==> config.mk <==
export PLATFORM = sky130hd
export DESIGN_NAME = stream_xlate_cache
export DESIGN_NICKNAME = d
export VERILOG_FILES = /design/src/rtl/stream_xlate_cache.sv
export SDC_FILE = /design/constraint.sdc
export NUM_CORES = 1
export LEC_CHECK = 0
export BUFFER_PORTS_ARGS = -buffer_cell sky130_fd_sc_hd__buf_2
export CELL_PAD_IN_SITES_DETAIL_PLACEMENT = 1
export CELL_PAD_IN_SITES_GLOBAL_PLACEMENT = 2
export CORE_ASPECT_RATIO = 0.75
export CORE_MARGIN = 1.5
export CORE_UTILIZATION = 35
export CTS_CLUSTER_DIAMETER = 150
export DETAILED_ROUTE_END_ITERATION = 10
export GPL_TIMING_DRIVEN = 0
export PLACE_DENSITY_LB_ADDON = 0.1
export SYNTH_ARGS = -nofsm -noshare
export SYNTH_HDL_FRONTEND = slang
export SYNTH_SLANG_ARGS = --single-unit
==> constraint.sdc <==
create_clock -name clk -period 3.8 [get_ports clk]
set_input_delay 0.57 -clock clk [delete_from_list [all_inputs] [get_ports clk]]
set_output_delay 0.57 -clock clk [all_outputs]
set_load 0.03 [all_outputs]
==> src/rtl/stream_xlate_cache.sv <==
module stream_xlate_cache #(
  parameter int NSTREAM  = 16,
  parameter int ENTRIES  = 8,
  parameter int VA_W     = 32,
  parameter int PA_W     = 36,
  parameter int PG_SHIFT = 14,
  localparam int SID_W   = $clog2(NSTREAM),
  localparam int VPN_W   = VA_W - PG_SHIFT,
  localparam int PPN_W   = PA_W - PG_SHIFT,
  localparam int IDX_W   = (ENTRIES > 1) ? $clog2(ENTRIES) : 1
) (
  input  logic             clk,
  input  logic             rst_n,
  input  logic             reg_wr,
  input  logic [1:0]       reg_addr,
  input  logic [31:0]      reg_wdata,
  output logic [31:0]      reg_rdata,
  input  logic             req_valid,
  output logic             req_ready,
  input  logic [SID_W-1:0] req_stream,
  input  logic [VA_W-1:0]  req_iova,
  output logic             rsp_valid,
  output logic             rsp_fault,
  output logic [PPN_W-1:0] rsp_ppn,
  output logic             walk_req,
  output logic             walk_fresh,
  output logic [SID_W-1:0] walk_stream,
  output logic [VPN_W-1:0] walk_vpn,
  input  logic             walk_done,
  input  logic             walk_ok,
  input  logic [PPN_W-1:0] walk_ppn
);
  localparam logic [1:0] A_SEL = 2'd0;
  localparam logic [1:0] A_CMD = 2'd1;
  localparam logic [1:0] A_EN  = 2'd2;
  localparam int INV_BIT  = 20;
  localparam int BUSY_BIT = 2;
  localparam logic [IDX_W-1:0] LAST = IDX_W'(ENTRIES - 1);

  typedef enum logic [1:0] {S_IDLE, S_WAIT1, S_WAIT2} st_t;
  st_t state;

  logic [NSTREAM-1:0] sel_q, en_q, inv_mask;
  logic               busy;
  logic [IDX_W-1:0]   inv_idx, rr;
  logic [SID_W-1:0]   p_sid;
  logic [VPN_W-1:0]   p_vpn;

  logic [ENTRIES-1:0] e_vld;
  logic [SID_W-1:0]   e_sid [ENTRIES];
  logic [VPN_W-1:0]   e_vpn [ENTRIES];
  logic [PPN_W-1:0]   e_ppn [ENTRIES];

  logic [ENTRIES-1:0] hit_vec;
  logic [PPN_W-1:0]   hit_ppn;
  logic [VPN_W-1:0]   req_vpn;
  logic               accept, hit, cmd_go, fill;
  logic               unused_bits;

  assign req_vpn   = req_iova[VA_W-1:PG_SHIFT];
  assign req_ready = (state == S_IDLE) && !busy;
  assign accept    = req_valid && req_ready;
  assign hit       = |hit_vec;
  assign cmd_go    = reg_wr && reg_addr == A_CMD && reg_wdata[INV_BIT] && !busy;
  assign fill      = walk_done && walk_ok && state != S_IDLE && !busy;
  assign walk_stream = p_sid;
  assign walk_vpn    = p_vpn;
  assign unused_bits = ^{reg_wdata, req_iova};

  for (genvar i = 0; i < ENTRIES; i++) begin : g_tag
    assign hit_vec[i] = e_vld[i] && e_sid[i] == req_stream && e_vpn[i] == req_vpn;
  end

  always_comb begin
    hit_ppn = '0;
    for (int i = 0; i < ENTRIES; i++)
      if (hit_vec[i]) hit_ppn = hit_ppn | e_ppn[i];
  end

  always_comb begin
    case (reg_addr)
      A_SEL:   reg_rdata = 32'(sel_q);
      A_CMD:   reg_rdata = 32'(busy) << BUSY_BIT;
      A_EN:    reg_rdata = 32'(en_q);
      default: reg_rdata = '0;
    endcase
  end

  always_ff @(posedge clk or negedge rst_n) begin
    if (!rst_n) begin
      sel_q    <= '0;
      en_q     <= '0;
      inv_mask <= '0;
      busy     <= 1'b0;
      inv_idx  <= '0;
    end else begin
      if (reg_wr && reg_addr == A_SEL) sel_q <= reg_wdata[NSTREAM-1:0];
      if (reg_wr && reg_addr == A_EN)  en_q  <= reg_wdata[NSTREAM-1:0];
      if (cmd_go) begin
        busy     <= 1'b1;
        inv_idx  <= '0;
        inv_mask <= sel_q;
      end else if (busy) begin
        inv_idx <= inv_idx + 1'b1;
        if (inv_idx == LAST) busy <= 1'b0;
      end
    end
  end

  always_ff @(posedge clk or negedge rst_n) begin
    if (!rst_n) begin
      e_vld <= '0;
      rr    <= '0;
    end else begin
      for (int i = 0; i < ENTRIES; i++) begin
        if (busy && inv_idx == IDX_W'(i) && inv_mask[e_sid[i]]) e_vld[i] <= 1'b0;
        else if (fill && rr == IDX_W'(i))                       e_vld[i] <= 1'b1;
      end
      if (fill) rr <= (rr == LAST) ? '0 : rr + 1'b1;
    end
  end

  always_ff @(posedge clk) begin
    for (int i = 0; i < ENTRIES; i++)
      if (fill && rr == IDX_W'(i)) begin
        e_sid[i] <= p_sid;
        e_vpn[i] <= p_vpn;
        e_ppn[i] <= walk_ppn;
      end
  end

  always_ff @(posedge clk or negedge rst_n) begin
    if (!rst_n) begin
      state      <= S_IDLE;
      rsp_valid  <= 1'b0;
      rsp_fault  <= 1'b0;
      rsp_ppn    <= '0;
      walk_req   <= 1'b0;
      walk_fresh <= 1'b0;
      p_sid      <= '0;
      p_vpn      <= '0;
    end else begin
      rsp_valid <= 1'b0;
      walk_req  <= 1'b0;
      case (state)
        S_IDLE: if (accept) begin
          p_sid <= req_stream;
          p_vpn <= req_vpn;
          if (!en_q[req_stream]) begin
            rsp_valid <= 1'b1;
            rsp_fault <= 1'b1;
            rsp_ppn   <= '0;
          end else if (hit) begin
            rsp_valid <= 1'b1;
            rsp_fault <= 1'b0;
            rsp_ppn   <= hit_ppn;
          end else begin
            walk_req   <= 1'b1;
            walk_fresh <= 1'b0;
            state      <= S_WAIT1;
          end
        end
        S_WAIT1: if (walk_done) begin
          if (walk_ok) begin
            rsp_valid <= 1'b1;
            rsp_fault <= 1'b0;
            rsp_ppn   <= walk_ppn;
            state     <= S_IDLE;
          end else begin
            walk_req   <= 1'b1;
            walk_fresh <= 1'b1;
            state      <= S_WAIT2;
          end
        end
        S_WAIT2: if (walk_done) begin
          rsp_valid <= 1'b1;
          rsp_fault <= !walk_ok;
          rsp_ppn   <= walk_ok ? walk_ppn : '0;
          state     <= S_IDLE;
        end
        default: state <= S_IDLE;
      endcase
    end
  end


  no_accept_during_walk_chk: assert property (@(posedge clk) disable iff (!rst_n)
    walk_req |-> !req_ready);

  walk_origin_chk: assert property (@(posedge clk) disable iff (!rst_n)
    (walk_req && !walk_fresh) |-> $past(req_valid && req_ready));

  refetch_cause_chk: assert property (@(posedge clk) disable iff (!rst_n)
    (walk_req && walk_fresh) |-> $past(walk_done && !walk_ok));

  disabled_fault_chk: assert property (@(posedge clk) disable iff (!rst_n)
    (req_valid && req_ready && !en_q[req_stream]) |=> (rsp_valid && rsp_fault && !walk_req));

  busy_start_chk: assert property (@(posedge clk) disable iff (!rst_n)
    $rose(busy) |-> $past(reg_wr && reg_addr == A_CMD && reg_wdata[INV_BIT]));

  busy_len_chk: assert property (@(posedge clk) disable iff (!rst_n)
    $fell(busy) |-> $past(inv_idx) == LAST);

  unique_tag_chk: assert property (@(posedge clk) disable iff (!rst_n)
    $onehot0(hit_vec));
endmodule

Yosys cells after proc, flatten, opt, wreduce, memory -nomap -nowiden
Memory sizes are Yosys's and may differ from the RTL's.
Index checks and enable logic that the tools add are counted.
Widths: inputs -> output; s select.
{"block": "classes", "n_bitwise": 7, "n_eq_ne": 42, "addsub": 2, "muxes": 169, "n_reduce_logical": 94, "n_lt_le_gt_ge": 9}
{"operator": "$mux 22", "n": 22}
{"operator": "$or 22x22->22", "n": 7}
{"operator": "$reduce_or 22->1", "n": 7}
{"operator": "$eq 18x18->1", "n": 8}
{"operator": "$mux 18", "n": 7}
{"operator": "$reduce_or 18->1", "n": 7}
{"operator": "$mux 1", "n": 87}
{"operator": "$mux 3", "n": 24}
{"operator": "$pmux 22 s3", "n": 1}
{"operator": "$logic_and 1x1->1", "n": 50}
{"operator": "$pmux 16 s3", "n": 1}
{"operator": "$lt 4x5->1 const B", "n": 9}
{"operator": "$bmux 1 s4", "n": 9}
{"operator": "$eq 4x4->1", "n": 8}
{"operator": "$mux 4", "n": 7}
{"operator": "$reduce_or 4->1", "n": 7}
{"operator": "$eq 3x3->1 const B", "n": 8}
{"operator": "$reduce_bool 2->1", "n": 11}
{"operator": "$eq 3x2->1 const B", "n": 4}
{"operator": "$mux 2", "n": 6}
{"operator": "$ne 2x2->1 const B", "n": 6}
{"operator": "$reduce_and 6->1", "n": 2}
{"operator": "$reduce_or 8->1", "n": 1}
{"operator": "$add 3x1->3 const B", "n": 2}
{"operator": "14 further kinds", "n": 22}
{"block": "word_totals", "reg_bits": 113, "mem_count": 3, "wordCells": 348, "ram_bits": 352, "out_inout_bits": 81, "inputBits": 98}
{"name": "e_ppn", "depth": 8, "word_bits": 22, "read_ports": 8, "rd_ports_with_merged_regs": 0, "write_ports": 1, "line_no": "52", "text": "logic [PPN_W-1:0] e_ppn [ENTRIES];"}
{"name": "e_vpn", "depth": 8, "word_bits": 18, "read_ports": 8, "rd_ports_with_merged_regs": 0, "write_ports": 1, "line_no": "51", "text": "logic [VPN_W-1:0] e_vpn [ENTRIES];"}
{"name": "e_sid", "depth": 8, "word_bits": 4, "read_ports": 8, "rd_ports_with_merged_regs": 0, "write_ports": 1, "line_no": "50", "text": "logic [SID_W-1:0] e_sid [ENTRIES];"}

Logic depth before layout (Yosys ltp)
An unclocked memory read counts as a cell.
{"block": "logic_depth", "word_depth": 23, "depth_mapped": 11, "depth_no_buf": 8}

Worst setup path before layout
No wires, ideal clock.
{"block": "synth_path", "path_type": "register to register", "startpoint": "register state[0]", "endpoint": "memory e_ppn[1][0] (netlist name), enable pin", "path_buffers": 2, "path_slack_ps": 963, "arrival_ps": 2430, "stages_incl_launch_ff": 7, "setup_time_ps": 407, "required_time_ps": 3393, "period_less_slack_ps": 2837, "cell_sequence": "dfrtp_1 -> inv_1 -> ha_1 -> clkbuf_1 -> nor3_1 -> clkbuf_1 -> and3_1"}
{"block": "synth_via", "elab_chain_len": 14, "elab_cells_between_ends": 48, "classes_between": "mux: 30; reduce/logical: 18"}
{"element": "start: declaration", "line_no": "41", "text": "st_t state;"}
{"element": "start signal: assignment", "line_no": "134", "text": "state <= S_IDLE;"}
{"element": "start signal: assignment", "line_no": "160", "text": "state <= S_WAIT1;"}
{"element": "start signal: assignment", "line_no": "168", "text": "state <= S_IDLE;"}
{"element": "$reduce_bool 2->1 (*)", "line_no": "65", "text": "assign fill = walk_done && walk_ok && state != S_IDLE && !busy;"}
{"element": "$logic_and 1x1->1 (*) (2 in a row)", "line_no": "65"}
{"element": "$logic_and 1x1->1", "line_no": "125", "text": "if (fill && rr == IDX_W'(i)) begin"}
{"element": "$mux 1", "line_no": "125"}
{"element": "$mux 1 (not written as such)", "line_no": "128", "text": "e_ppn[i] <= walk_ppn;"}
{"element": "$reduce_or 22->1 (no line)"}
{"element": "$mux 3 (no line) / $mux 1 (equally long branches) (7 in a row)"}
{"element": "end: declaration", "line_no": "52"}
Every way passes the cells marked *; elsewhere a longest branch is shown, timed or not.

==> flow_summary_export.csv <==
group,metric,value,unit
run_status,status,"finished, final reports clean",
critical_path,setup.worst_path.start,"e_sid[0][14]",
floorplanning,die_area,59200,µm²
power_and_ir_drop,leakagePower,8.06,nW
global_routing,antenna_found_initial,4,
run,max_cap_viol_count,0,
clocking,postCtsSetupBuffers,0,
power_and_ir_drop,power,15.2,mW
placed_design,place_inst,2287,
clocking,clkSinkCount,465,
final_layout,layout-drive-gt1-share,23.0,%
placed_design,place_area,22000,µm²
power_and_ir_drop,p_per_area,645,nW/µm²
critical_path,cp.required,4270,ps
final_layout,final_cell_count_no_fill,2382,
synthesis,ys_top_cells_by_area,"edfxtp_1 52%, dfrtp_1 14%, xnor2_1 7.6%",
final_layout,ff_latch_area,13400,µm²
floorplanning,rows,76,
timing,drv_slew,0,
placed_design,io_buffer_count,109,
critical_path,critical_path_class,"reg -> reg",
placed_design,place.detailed.hpwl,41.2,mm
global_routing,grt.overflow.total,0,
floorplanning,initial_utilization,35.3,%
global_routing,grt_max_degree,75,
power_and_ir_drop,max-vdd-ir-drop,0.000348,V
timing,fmax,292,MHz
final_layout,multiInputGateArea,6410,µm²
timing,fin_crit,3420,ps
timing,finClkSkew,20.0,ps
floorplanning,core,57200,µm²
final_layout,postLayoutCellArea,23600,µm²
route,drt_iter0_markers,888,
final_layout,diodes,0,
critical_path,crit_fanout,10,
timing,setup_viol,0,
synthesis,synthCells,1373,
clocking,cts.clk_slew.worst_paths,60,ps
clocking,clock_latency,600,ps
hold_path,worstHoldPathType,"in -> reg",
clocking,cts_root_buffer,"clkbuf_16",
synthesis,synth.ff_latch_count,465,
global_routing,grt_usage,21.0,%
final_layout,fill_cells,5894,
route,firstDrtPassIters,5,
placed_design,gp_congestion,0.772,
timing,rsz0062_at_grt,"no",
route,detail-route-antenna-nets,0,
clocking,htreeDepth,2,
clocking,tritoncts,"built",
route,remaining_drc_errors,0,
synthesis,synth.distinct_cells,42,
synthesis,syn_area_per_cell,14.7,µm²
timing,hold_slack,230,ps
route,num_vias,12508,
timing,fin_tns_setup,0,ps
final_layout,nets,1675,
route,viasPerCell,5.25,
route,avgRoutedWirePerCell,25.6,µm
synthesis,ys_seq_area_share,66.3,%
clocking,cts_made_buffers,50,
timing,fin_crit_sh,90.0,%
synthesis,yosys_warnings,0,
synthesis,yosys.area.top_type,"edfxtp_1",
hold_path,hold_start,"reg_wdata[8]",
critical_path,worstReg2RegStart,"e_sid[0][14]",
floorplanning,dieWidth,280,µm
global_routing,grt_pass1_vias,12718,
final_layout,area_delta_synth_final,16.9,%
critical_path,arrival,3890,ps
global_routing,grt_pass1_wl,89.9,mm
timing,hold_viol_final,0,
critical_path,startpoint_type,"register",
clocking,cts_buffer_depth,3,
timing,slew_headroom,16.2,%
synthesis,syn_area,20200,µm²
floorplanning,die_y,211,µm
route,routed_wirelength,61.1,mm
critical_path,endpoint_kind,"register",
timing,worstMarginPinSlew,1250,ps
synthesis,netlist.area_leader.share,52.3,%
floorplanning,io_pins,179,
[sequential cells by signal, indices dropped and copies added, names as in the netlist, 2 cells and up]
| name | cells |
|---|---|
| e_vld | 8 |
| rsp_ppn | 22 |
| en_q | 16 |
| state | 2 |
| inv_mask | 16 |
| e_vpn | 144 |
| sel_q | 16 |
| walk_stream | 4 |
| e_ppn | 176 |
| walk_vpn | 18 |
| inv_idx | 3 |
| e_sid | 32 |
| rr | 3 |
[per-layer routing]
metal	track usage [%]	vias up	wire length, µm
li1	-	5549	-
met1	32.8	6598	30700
met2	30.5	291	26500
met3	3.45	64	2970
met4	4.36	6	904
met5	0	-	34
[cell usage in the layout (no fill, tap or decap), types with 3 or more instances in the layout]
| cell | synthesis | final |
|---|---|---|
| a21oi_1 | 21 | 21 |
| clkinv_2 | 0 | 5 |
| and3_2 | 0 | 3 |
| conb_1 | 1 | 16 |
| clkbuf_16 | 0 | 53 |
| edfxtp_1 | 352 | 352 |
| o21ai_0 | 7 | 7 |
| xnor2_1 | 176 | 176 |
| mux2i_1 | 16 | 16 |
| a31oi_1 | 10 | 10 |
| ha_1 | 17 | 17 |
| buf_1 | 3 | 3 |
| nor2b_1 | 3 | 3 |
| inv_1 | 11 | 11 |
| a21oi_2 | 7 | 7 |
| buf_2 | 22 | 130 |
| nor2_1 | 87 | 87 |
| dfrtp_1 | 113 | 113 |
| nand4_1 | 85 | 85 |
| mux2_2 | 70 | 70 |
| a2bb2oi_1 | 22 | 22 |
| nand3_1 | 186 | 186 |
| nor4_2 | 0 | 8 |
| and3_4 | 1 | 4 |
| mux4_2 | 45 | 45 |
| buf_12 | 0 | 4 |
| clkbuf_1 | 54 | 80 |
| clkbuf_8 | 0 | 6 |
| nand2_1 | 8 | 8 |
| buf_4 | 20 | 24 |
[layout make-up]
class                           count  area share [%]
Sequential cell                   465            56.7
Multi-Input combinational cell    812            27.1
Clock buffer                       85            6.38
Tap cell                          780            4.13
Timing Repair Buffer              120            3.08
Buffer                            100            2.06
Clock inverter                      9           0.302
Inverter                           11           0.175
[critical path, cell delays in order (launching register included)]
cell	delay, ps
edfxtp_1	440
xnor2_1	280
nand4_1	220
nor4_2	830
a22oi_1	340
and3_4	280
a31oi_4	450
buf_2	340
a21oi_1	100
[Yosys cell counts, drive strengths merged]
cell,instances
a21o,2
a21oi,28
a221o,1
a221oi,1
a22o,2
a22oi,2
a2bb2oi,22
a31oi,11
and2,2
and3,7
buf,46
clkbuf,54
conb,1
dfrtp,113
edfxtp,352
ha,17
inv,11
mux2,70
mux2i,16
mux4,45
nand2,8
nand2b,1
nand3,186
nand3b,2
nand4,85
nor2,87
nor2b,3
nor3,1
nor3b,1
nor4,8
o211ai,1
o21ai,7
o21bai,1
o22a,1
or3,2
xnor2,176
[what timing repair did]
item	4_1_cts	5_1_grt
resized for setup	1	0
hold endpoints to repair	39	0
endpoints found under the setup margin	1	0
hold buffers	1	0
[metrics by stage]
stage	worst slack [ps]	utilization [%]
2_1_floorplan	963	-
3_3_place_gp	-1010	38.1
3_5_place_dp	-425	38.5
4_1_cts	226	41.3
5_1_grt	142	41.3
6_report	379	41.3
[worst paths after layout]
path | end | slack, ps | depth (start not counted)
worst max-delay path | rsp_ppn[7] | 380 | 8
worst min-delay path | sel_q[8] | 230 | 2
worst max register to register | rsp_ppn[7] | 380 | 8
worst min register to register | rsp_ppn[18] | 520 | 2
max in group asynchronous | e_vld[6] | 2420 | 3
min in group asynchronous | rsp_ppn[8] | 490 | 2
[logic make-up after synthesis]
family / synth area share [%]
compound gates: 2.81
flops: 66.3
xor+xnor: 7.63
buf+inv: 2.61
mux: 9.71
fa+ha+maj: 1.05
simple gates: 9.88
other cells: 0.0186
[power breakdown]
part           internal, mW  leakage, nW  switching [mW]  total, mW
Clock                  2.75        0.768            2.01       4.77
Sequential             6.34         4.53           0.924       7.26
Combinational          1.30         2.76            1.90       3.20
No activity file was read; power rests on OpenSTA's default activity.
